File: src/rtl/cmx_pkg.sv
package cmx_pkg;

    // channel slots inside the internal arrays
    localparam int NCH   = 3;
    localparam int IDX_R = 0;
    localparam int IDX_G = 1;
    localparam int IDX_B = 2;

    // number of cross terms per row
    localparam int NX = NCH - 1;

    // default geometry
    localparam int DEF_PIX_W  = 10;
    localparam int DEF_TILT_W = 8;
    localparam int DEF_COEF_W = 8;
    localparam int DEF_DAMP_W = 8;
    localparam int DEF_FRAC   = 6;

    // channel that cross slot `slot` of row `row` refers to
    function automatic int nbr(input int row, input int slot);
        return (row + 1 + slot) % NCH;
    endfunction

endpackage

File: src/rtl/cmx_tilt_stage.sv
module cmx_tilt_stage
    import cmx_pkg::*;
#(
    parameter  int PIX_W  = DEF_PIX_W,
    parameter  int TILT_W = DEF_TILT_W,
    parameter  int COEF_W = DEF_COEF_W,
    parameter  int DAMP_W = DEF_DAMP_W,
    localparam int TW     = PIX_W + TILT_W,
    localparam int KW     = COEF_W + 1
) (
    input  logic                     clk,
    input  logic                     rst,
    input  logic                     in_valid,
    input  logic [PIX_W-1:0]         pix    [NCH],
    input  logic [TILT_W-1:0]        tilt   [NCH],
    input  logic signed [COEF_W-1:0] coef   [NCH][NX],
    input  logic [DAMP_W-1:0]        damper,
    output logic                     valid_o,
    output logic [TW-1:0]            tilted [NCH],
    output logic signed [KW-1:0]     kdamp  [NCH][NX]
);

    localparam int PW = COEF_W + DAMP_W + 2;

    // 255 maps to a full scale of 256, 0 stays 0
    logic [DAMP_W:0] scale;
    assign scale = {1'b0, damper} + {{DAMP_W{1'b0}}, damper[DAMP_W-1]};

    always_ff @(posedge clk) begin
        if (rst) valid_o <= 1'b0;
        else     valid_o <= in_valid;
    end

    for (genvar c = 0; c < NCH; c++) begin : g_ch
        logic [TW-1:0] prod_t;
        assign prod_t = {{TILT_W{1'b0}}, pix[c]} * {{PIX_W{1'b0}}, tilt[c]};

        always_ff @(posedge clk) begin
            if (rst)           tilted[c] <= '0;
            else if (in_valid) tilted[c] <= prod_t;
        end

        for (genvar s = 0; s < NX; s++) begin : g_x
            logic [PW-1:0]        prod_k;
            logic signed [PW-1:0] shr_k;
            assign prod_k = {{(DAMP_W+2){coef[c][s][COEF_W-1]}}, coef[c][s]}
                          * {{COEF_W{1'b0}}, 1'b0, scale};
            assign shr_k  = $signed(prod_k) >>> DAMP_W;

            always_ff @(posedge clk) begin
                if (rst)           kdamp[c][s] <= '0;
                else if (in_valid) kdamp[c][s] <= shr_k[KW-1:0];
            end
        end
    end

endmodule

File: src/rtl/cmx_row.sv
module cmx_row
    import cmx_pkg::*;
#(
    parameter  int PIX_W  = DEF_PIX_W,
    parameter  int TILT_W = DEF_TILT_W,
    parameter  int COEF_W = DEF_COEF_W,
    parameter  int FRAC   = DEF_FRAC,
    parameter  int ROW    = 0,
    localparam int TW     = PIX_W + TILT_W,
    localparam int KW     = COEF_W + 1
) (
    input  logic                 clk,
    input  logic                 rst,
    input  logic                 v1,
    input  logic                 v2,
    input  logic [TW-1:0]        tilted [NCH],
    input  logic signed [KW-1:0] kx     [NX],
    output logic [PIX_W-1:0]     pix_o
);

    localparam int DW  = TW + 1;
    localparam int EXT = (FRAC > COEF_W) ? FRAC : COEF_W;
    localparam int AW  = TW + EXT + 3;
    localparam int SH  = 2 * FRAC;

    localparam logic signed [AW-1:0] HALF = {{(AW-1){1'b0}}, 1'b1} <<< (SH - 1);
    localparam logic signed [AW-1:0] PMAX = {{(AW-PIX_W){1'b0}}, {PIX_W{1'b1}}};

    logic signed [AW-1:0] acc;
    logic signed [AW-1:0] base;
    logic signed [AW-1:0] term [NX];
    logic signed [AW-1:0] sum;

    assign base = $signed({{(AW-TW-FRAC){1'b0}}, tilted[ROW], {FRAC{1'b0}}});

    for (genvar s = 0; s < NX; s++) begin : g_term
        localparam int NB = nbr(ROW, s);
        logic signed [DW-1:0] diff;
        logic signed [AW-1:0] de;
        logic signed [AW-1:0] ke;
        assign diff = $signed({1'b0, tilted[NB]}) - $signed({1'b0, tilted[ROW]});
        assign de   = {{(AW-DW){diff[DW-1]}}, diff};
        assign ke   = {{(AW-KW){kx[s][KW-1]}}, kx[s]};
        assign term[s] = de * ke;
    end

    always_comb begin
        sum = base;
        for (int s = 0; s < NX; s++) sum = sum + term[s];
    end

    always_ff @(posedge clk) begin
        if (rst)     acc <= '0;
        else if (v1) acc <= sum;
    end

    // round half up, then clamp to the pixel range
    logic signed [AW-1:0] rnd;
    logic signed [AW-1:0] shr;
    logic [PIX_W-1:0]     sat;

    always_comb begin
        rnd = acc + HALF;
        shr = rnd >>> SH;
        if (shr < 0)         sat = '0;
        else if (shr > PMAX) sat = {PIX_W{1'b1}};
        else                 sat = shr[PIX_W-1:0];
    end

    always_ff @(posedge clk) begin
        if (rst)     pix_o <= '0;
        else if (v2) pix_o <= sat;
    end

endmodule

File: src/rtl/cmx_matrix.sv
module cmx_matrix
    import cmx_pkg::*;
#(
    parameter int PIX_W  = DEF_PIX_W,
    parameter int TILT_W = DEF_TILT_W,
    parameter int COEF_W = DEF_COEF_W,
    parameter int DAMP_W = DEF_DAMP_W,
    parameter int FRAC   = DEF_FRAC
) (
    input  logic                     clk,
    input  logic                     rst,
    input  logic                     in_valid,
    input  logic [PIX_W-1:0]         in_r,
    input  logic [PIX_W-1:0]         in_g,
    input  logic [PIX_W-1:0]         in_b,
    input  logic [TILT_W-1:0]        tilt_r,
    input  logic [TILT_W-1:0]        tilt_g,
    input  logic [TILT_W-1:0]        tilt_b,
    input  logic signed [COEF_W-1:0] k_rg,
    input  logic signed [COEF_W-1:0] k_rb,
    input  logic signed [COEF_W-1:0] k_gr,
    input  logic signed [COEF_W-1:0] k_gb,
    input  logic signed [COEF_W-1:0] k_br,
    input  logic signed [COEF_W-1:0] k_bg,
    input  logic [DAMP_W-1:0]        damper,
    output logic                     out_valid,
    output logic [PIX_W-1:0]         out_r,
    output logic [PIX_W-1:0]         out_g,
    output logic [PIX_W-1:0]         out_b
);

    localparam int TW = PIX_W + TILT_W;
    localparam int KW = COEF_W + 1;

    logic [PIX_W-1:0]         pix   [NCH];
    logic [TILT_W-1:0]        tilt  [NCH];
    logic signed [COEF_W-1:0] coef  [NCH][NX];
    logic [TW-1:0]            tilted[NCH];
    logic signed [KW-1:0]     kdamp [NCH][NX];
    logic [PIX_W-1:0]         res   [NCH];
    logic                     v1;
    logic                     v2;

    assign pix[IDX_R]  = in_r;
    assign pix[IDX_G]  = in_g;
    assign pix[IDX_B]  = in_b;
    assign tilt[IDX_R] = tilt_r;
    assign tilt[IDX_G] = tilt_g;
    assign tilt[IDX_B] = tilt_b;

    // slot s of row x holds the weight of channel nbr(x, s)
    assign coef[IDX_R][0] = k_rg;
    assign coef[IDX_R][1] = k_rb;
    assign coef[IDX_G][0] = k_gb;
    assign coef[IDX_G][1] = k_gr;
    assign coef[IDX_B][0] = k_br;
    assign coef[IDX_B][1] = k_bg;

    cmx_tilt_stage #(
        .PIX_W (PIX_W),
        .TILT_W(TILT_W),
        .COEF_W(COEF_W),
        .DAMP_W(DAMP_W)
    ) u_tilt (
        .clk     (clk),
        .rst     (rst),
        .in_valid(in_valid),
        .pix     (pix),
        .tilt    (tilt),
        .coef    (coef),
        .damper  (damper),
        .valid_o (v1),
        .tilted  (tilted),
        .kdamp   (kdamp)
    );

    for (genvar x = 0; x < NCH; x++) begin : g_row
        cmx_row #(
            .PIX_W (PIX_W),
            .TILT_W(TILT_W),
            .COEF_W(COEF_W),
            .FRAC  (FRAC),
            .ROW   (x)
        ) u_row (
            .clk   (clk),
            .rst   (rst),
            .v1    (v1),
            .v2    (v2),
            .tilted(tilted),
            .kx    (kdamp[x]),
            .pix_o (res[x])
        );
    end

    always_ff @(posedge clk) begin
        if (rst) begin
            v2        <= 1'b0;
            out_valid <= 1'b0;
        end else begin
            v2        <= v1;
            out_valid <= v2;
        end
    end

    assign out_r = res[IDX_R];
    assign out_g = res[IDX_G];
    assign out_b = res[IDX_B];

endmodule

File: config.mk
export PLATFORM = sky130hd
export DESIGN_NAME = cmx_matrix
export DESIGN_NICKNAME = d
export VERILOG_FILES = /design/src/rtl/cmx_pkg.sv /design/src/rtl/cmx_tilt_stage.sv /design/src/rtl/cmx_row.sv /design/src/rtl/cmx_matrix.sv
export SDC_FILE = /design/constraint.sdc
export NUM_CORES = 2
export LEC_CHECK = 0
export ABC_CLOCK_PERIOD_IN_PS = 22400
export BUFFER_PORTS_ARGS = -buffer_cell sky130_fd_sc_hd__buf_2
export CORE_MARGIN = 3
export CORE_UTILIZATION = 55
export CTS_CLUSTER_SIZE = 10
export DETAILED_ROUTE_END_ITERATION = 12
export PLACE_DENSITY_LB_ADDON = 0.12
export SYNTH_ARGS = -nofsm -noshare
export SYNTH_HDL_FRONTEND = slang
export SYNTH_HIERARCHICAL = 1
export SYNTH_SLANG_ARGS = --single-unit
File: constraint.sdc
create_clock -name clk -period 22.4 [get_ports clk]
set_clock_uncertainty 0.1 [all_clocks]
set_input_delay 0 -clock clk [delete_from_list [all_inputs] [get_ports clk]]
set_output_delay 0 -clock clk [all_outputs]
set_load 0.005 [all_outputs]
======== Word level (Yosys, flattened, before mapping) ========
Index checks and enable logic that the tools add are counted.
word-level totals
  flip-flop bits (word level) ............. 228
  input bits .............................. 113
  output and inout bits ................... 31
  word-level logic and storage cells ...... 61
cells by class
  add/sub/neg operators ................... 16
  multiply operators ...................... 15
  magnitude comparators ................... 6
  multiplexer cells ....................... 6
operator list
  operator                count
  $mul 19x9->28           6
  $sub 18x18->19          6
  $mul 8x10->17           6
  $add 25x29->29          3
  $add 29x13->29 const B  3
  $add 29x29->29          3
  $mux 10                 6
  $mul 10x8->18           3
  $gt 17x11->1 const B    3
  $lt 17x1->1 const B     3
  $add 8x1->9             1

======== Logic depth before layout (Yosys ltp) ========
  word-level depth ........................ 4
  mapped depth ............................ 33
  mapped depth without buffers ............ 33

======== Cells and area by module ========
Netlist, hierarchy kept.
modules (own cells, without submodules)
  module                    instances  cells each  area each (um2)  sequential area each (um2)
  cmx_tilt_stage            1          2741        24228.2          2182.1
  cmx_row (g_row[1].u_row)  1          1723        15454.8          560.5
  cmx_row (g_row[0].u_row)  1          1690        15207.1          560.5
  cmx_row (g_row[2].u_row)  1          1640        14990.6          560.5
  cmx_matrix                1          4           52.6             40.0

======== Worst setup path before layout ========
No wires, ideal clock.
  path type ............................... flip-flop to flip-flop
  start point ............................. register u_tilt/tilted[19] (netlist bit)
  end point ............................... register g_row[1].u_row.acc[25]
  library setup time ...................... 0.134 ns
  data arrival time ....................... 8.019 ns
  required time ........................... 22.166 ns
  path slack .............................. 14.147 ns
  stages on the path, launching flop included .. 31
  path buffers ............................ 1
  period minus slack after synthesis ...... 8.253 ns
  cells stage by stage .................... dfxtp_1 -> inv_1 -> ha_1 -> nor2b_1 -> o21ai_1 -> a21oi_1 -> a21o_1 -> a21o_1 -> a21boi_0 -> buf_1 -> mux2_2 -> fa_1 -> inv_1 -> fa_1 -> inv_1 -> fa_1 -> inv_1 -> fa_1 -> fa_1 -> inv_1 -> fa_1 -> inv_1 -> ha_1 -> ha_1 -> o21ai_2 -> a2111oi_0 -> a211oi_2 -> nand3_2 -> a221o_1 -> and4b_1 -> or4_1
on the way
  word-level cells in the longest chain between the ends .. 4
  elaborated cells on any way between the ends .. 6
  those cells by class .................... add/sub (4); mul (2)
ends and longest elaborated chain
  element                           RTL line              RTL
  start: declaration                cmx_tilt_stage.sv:19  output logic [TW-1:0] tilted [NCH],
  start signal: indexed assignment  cmx_tilt_stage.sv:40  else if (in_valid) tilted[c] <= prod_t;
  $sub 18x18->19                    cmx_row.sv:41         assign diff = $signed({1'b0, tilted[NB]}) - $signed({1'b0, tilted[ROW]});
  $mul 19x9->28                     cmx_row.sv:44         assign term[s] = de * ke;
  $add 25x29->29                    cmx_row.sv:49         for (int s = 0; s < NX; s++) sum = sum + term[s];
  $add 29x29->29 *                  cmx_row.sv:49
  end signal: assignment            cmx_row.sv:54         else if (v1) acc <= sum;
  end: declaration                  cmx_row.sv:29         logic signed [AW-1:0] acc;
Mark *: on every way between the ends. The rest lies on a longest branch, timed or not.
A chain may end at the register's enable or synchronous reset.

======== Worst setup path in the final report ========
Ends and elaborated chain as after synthesis.

==> metrics <==
outcome=completed; drt pass-1 iters=5; max-cap viol count=0; Core Area=~0.13 mm2; CTS Buffer Depth=2; Period minus WS final=9.45 ns; fin crit share=0.422; sequential-to-total area share from yosys stat=0.0558; relative slew slack=0.117; Via density=between 5 and 6; Primary FF master, synth=dfxtp_1; setup bufs post-CTS=0; Die Y=363 um; # rows=130; slowest cell on the critical path=nor3_1; total CTS buffers=17; Reg2Reg Depth=28; Reg-to-Reg Start=u_tilt/tilted[19]; drt drc=0; H-tree Lvls=4; top cell type's share of synthesized area=0.413; count leader, synth=inv_1; Final Max Tran Viols=0; post-cts resize count=0; HP Class=primary input to flop; pre-CTS WS=13.03 ns; crit path DAT=roughly 10 ns; iteration-0 DRC count of the detailed router=between 3,000 and 4,000; R2R setup slack=~13 ns; endpoints failing hold=0; Synth Warn #=6; CTS root buffer=clkbuf_16; Least-Margin Pin Slew=1.32 ns; number of buffers added on ports=143; hold_sp=k_gb[7]; share of layout cells above drive strength 1=0.0440; Hold Slack=approximately 0.073 ns; nets=approximately 10,000; flops & latches, synth=a little under 200; hold depth=5; total global routing overflow=0; Total Routing Usage GR=0.294; Total Wirelength=roughly 190,000 um; post-synthesis cell count=about 8,000; top cells by area, synth=fa_1 (41%), ha_1 (13%), inv_1 (8.5%); Top Family by Delay on Critical Path=adder cells; vias post-DR=52,400; unrepaired setup endpoints after global routing=no; syn_area_per_cell=~9 um2; Avg WL per Cell=approximately 20 um; final setup TNS=0 ns; Worst setup SP type=flop; fin util=0.582; CP Capture Type=flop; area grow syn2layout=4.75%; CTS tree=yes; boundary pin count=roughly 140; Synth top cells by count=inv_1 (1,592), fa_1 (1,443), nand2_1 (887); Worst-Skew Late Latency=0.56 ns; setup ws final=between 10 and 15 ns; largest net degree at the start of global routing=59; Worst Hold Path EP=u_tilt/kdamp[35]; Bufs and invs on worst path=5; Die X=363 um; detailed-placement wirelength estimate=around 160,000 um; asr flop ratio synth=0; f_max=roughly 0.11 GHz; Post-Syn Area=around 0.070 mm2; Initial Util=0.555; die area=about 0.13 mm2; final setup fails=0; EDFF count, synth=0; initial antenna violation count=19; count of cell types in the netlist=approximately 110; required time of the critical path=~23 ns; largest area contributor in the netlist=fa_1; clk slew on worst S/H paths=around 0.090 ns; worst r2r dst=g_row[1].u_row/acc[25]; post-route ant nets=0; Critical Path Fanout Max=9; CP dominant cell by count=fa_1; CP max stage delay=roughly 0.90 ns; Syn Nets=between 10,000 and 15,000; critical path type=flop to flop; first-pass GRT wire length=around 300,000 um; vias in the first global route=between 50,000 and 60,000; GPL Wtd Cong=0.959; CTS Sinks=195
cells in the final DEF, fill, tap and decap left out, types with 26 or more instances in the layout:
cell      count
inv_1      1592
fa_1       1443
nand2_1     887
ha_1        728
and2_1      727
nor2_1      317
a21oi_1     196
dfxtp_1     194
xnor2_1     172
buf_2       141
o21ai_0     114
nor2b_1     102
nand2b_1     98
mux2i_1      82
buf_4        77
nand3_1      76
nor3_1       74
xor2_1       72
and3_1       59
o21a_1       56
a21o_1       52
a211oi_1     41
a22o_1       26
cells by family after synthesis:
kind of cell,count (synthesis),share of synthesized area
and+or+nand+nor,2510,0.182
adders and majority gates,2171,0.543
buffers and inverters,1838,0.0990
AOI/OAI and AO/OA,722,0.0718
xor gates and xnor gates,254,0.0322
DFF,195,0.0558
muxes,108,0.0162
flip-flops by register name, indices dropped and copies added (netlist names):
name,flops
v2,1
u_tilt/valid_o,1
out_valid,1
u_tilt/kdamp,54
u_tilt/tilted,54
g_row.u_row/pix_o,30
g_row.u_row/acc,54
metal layers:
layer	GRT usage	part of all wire	up-vias
met2	0.498	0.48	1378
met5	0	0.00046	-
met3	0.0413	0.062	276
met1	0.392	0.42	26700
met4	0.0932	0.033	12
li1	-	-	24000
worst max-delay path by stage:
stage	from	to	cells after the start
2_1_floorplan	u_tilt/tilted[19]	g_row[1].u_row/acc[25]	30
3_5_place_dp	u_tilt/tilted[1]	g_row[2].u_row/acc[28]	29
5_1_grt	u_tilt/tilted[37]	g_row[0].u_row/acc[28]	28
6_report	u_tilt/tilted[19]	g_row[1].u_row/acc[25]	28
4_1_cts	u_tilt/tilted[1]	g_row[2].u_row/acc[23]	29
3_3_place_gp	u_tilt/tilted[1]	g_row[2].u_row/acc[23]	29
repair_timing:
item                                   in CTS  in global routing
setup endpoints to repair                   0                  0
endpoints found under the hold margin      53                  0
hold buffers                               15                  0
cell type report:
class                   instances  area, um2
diodes                          9       22.5
clock inverters                15        224
fillers                     11400      52600
flip-flops and latches        195       3910
clock buffers                  17        425
multi-input cells            5765      59200
repair buffers                234       1450
well taps                    1650       2060
inverters                    1594       5980
metrics by stage:
step | cell area [um2] | std cells
after floorplan | 69900 | 7798
after global placement | 72400 | 9423
after detailed placement | 72400 | 9423
after CTS | 73200 | 9470
after global routing | 73200 | 9471
final | 73300 | 9479
worst min-delay path, cell delays in order:
cell and delay (ns):
buf_2 0.19, xnor2_1 0.15, xnor2_1 0.10, nor3_1 0.18, nor4_1 0.06
Power is not shown: default switching activity piles up to over one toggle a cycle in this logic, so the estimate is an artifact.
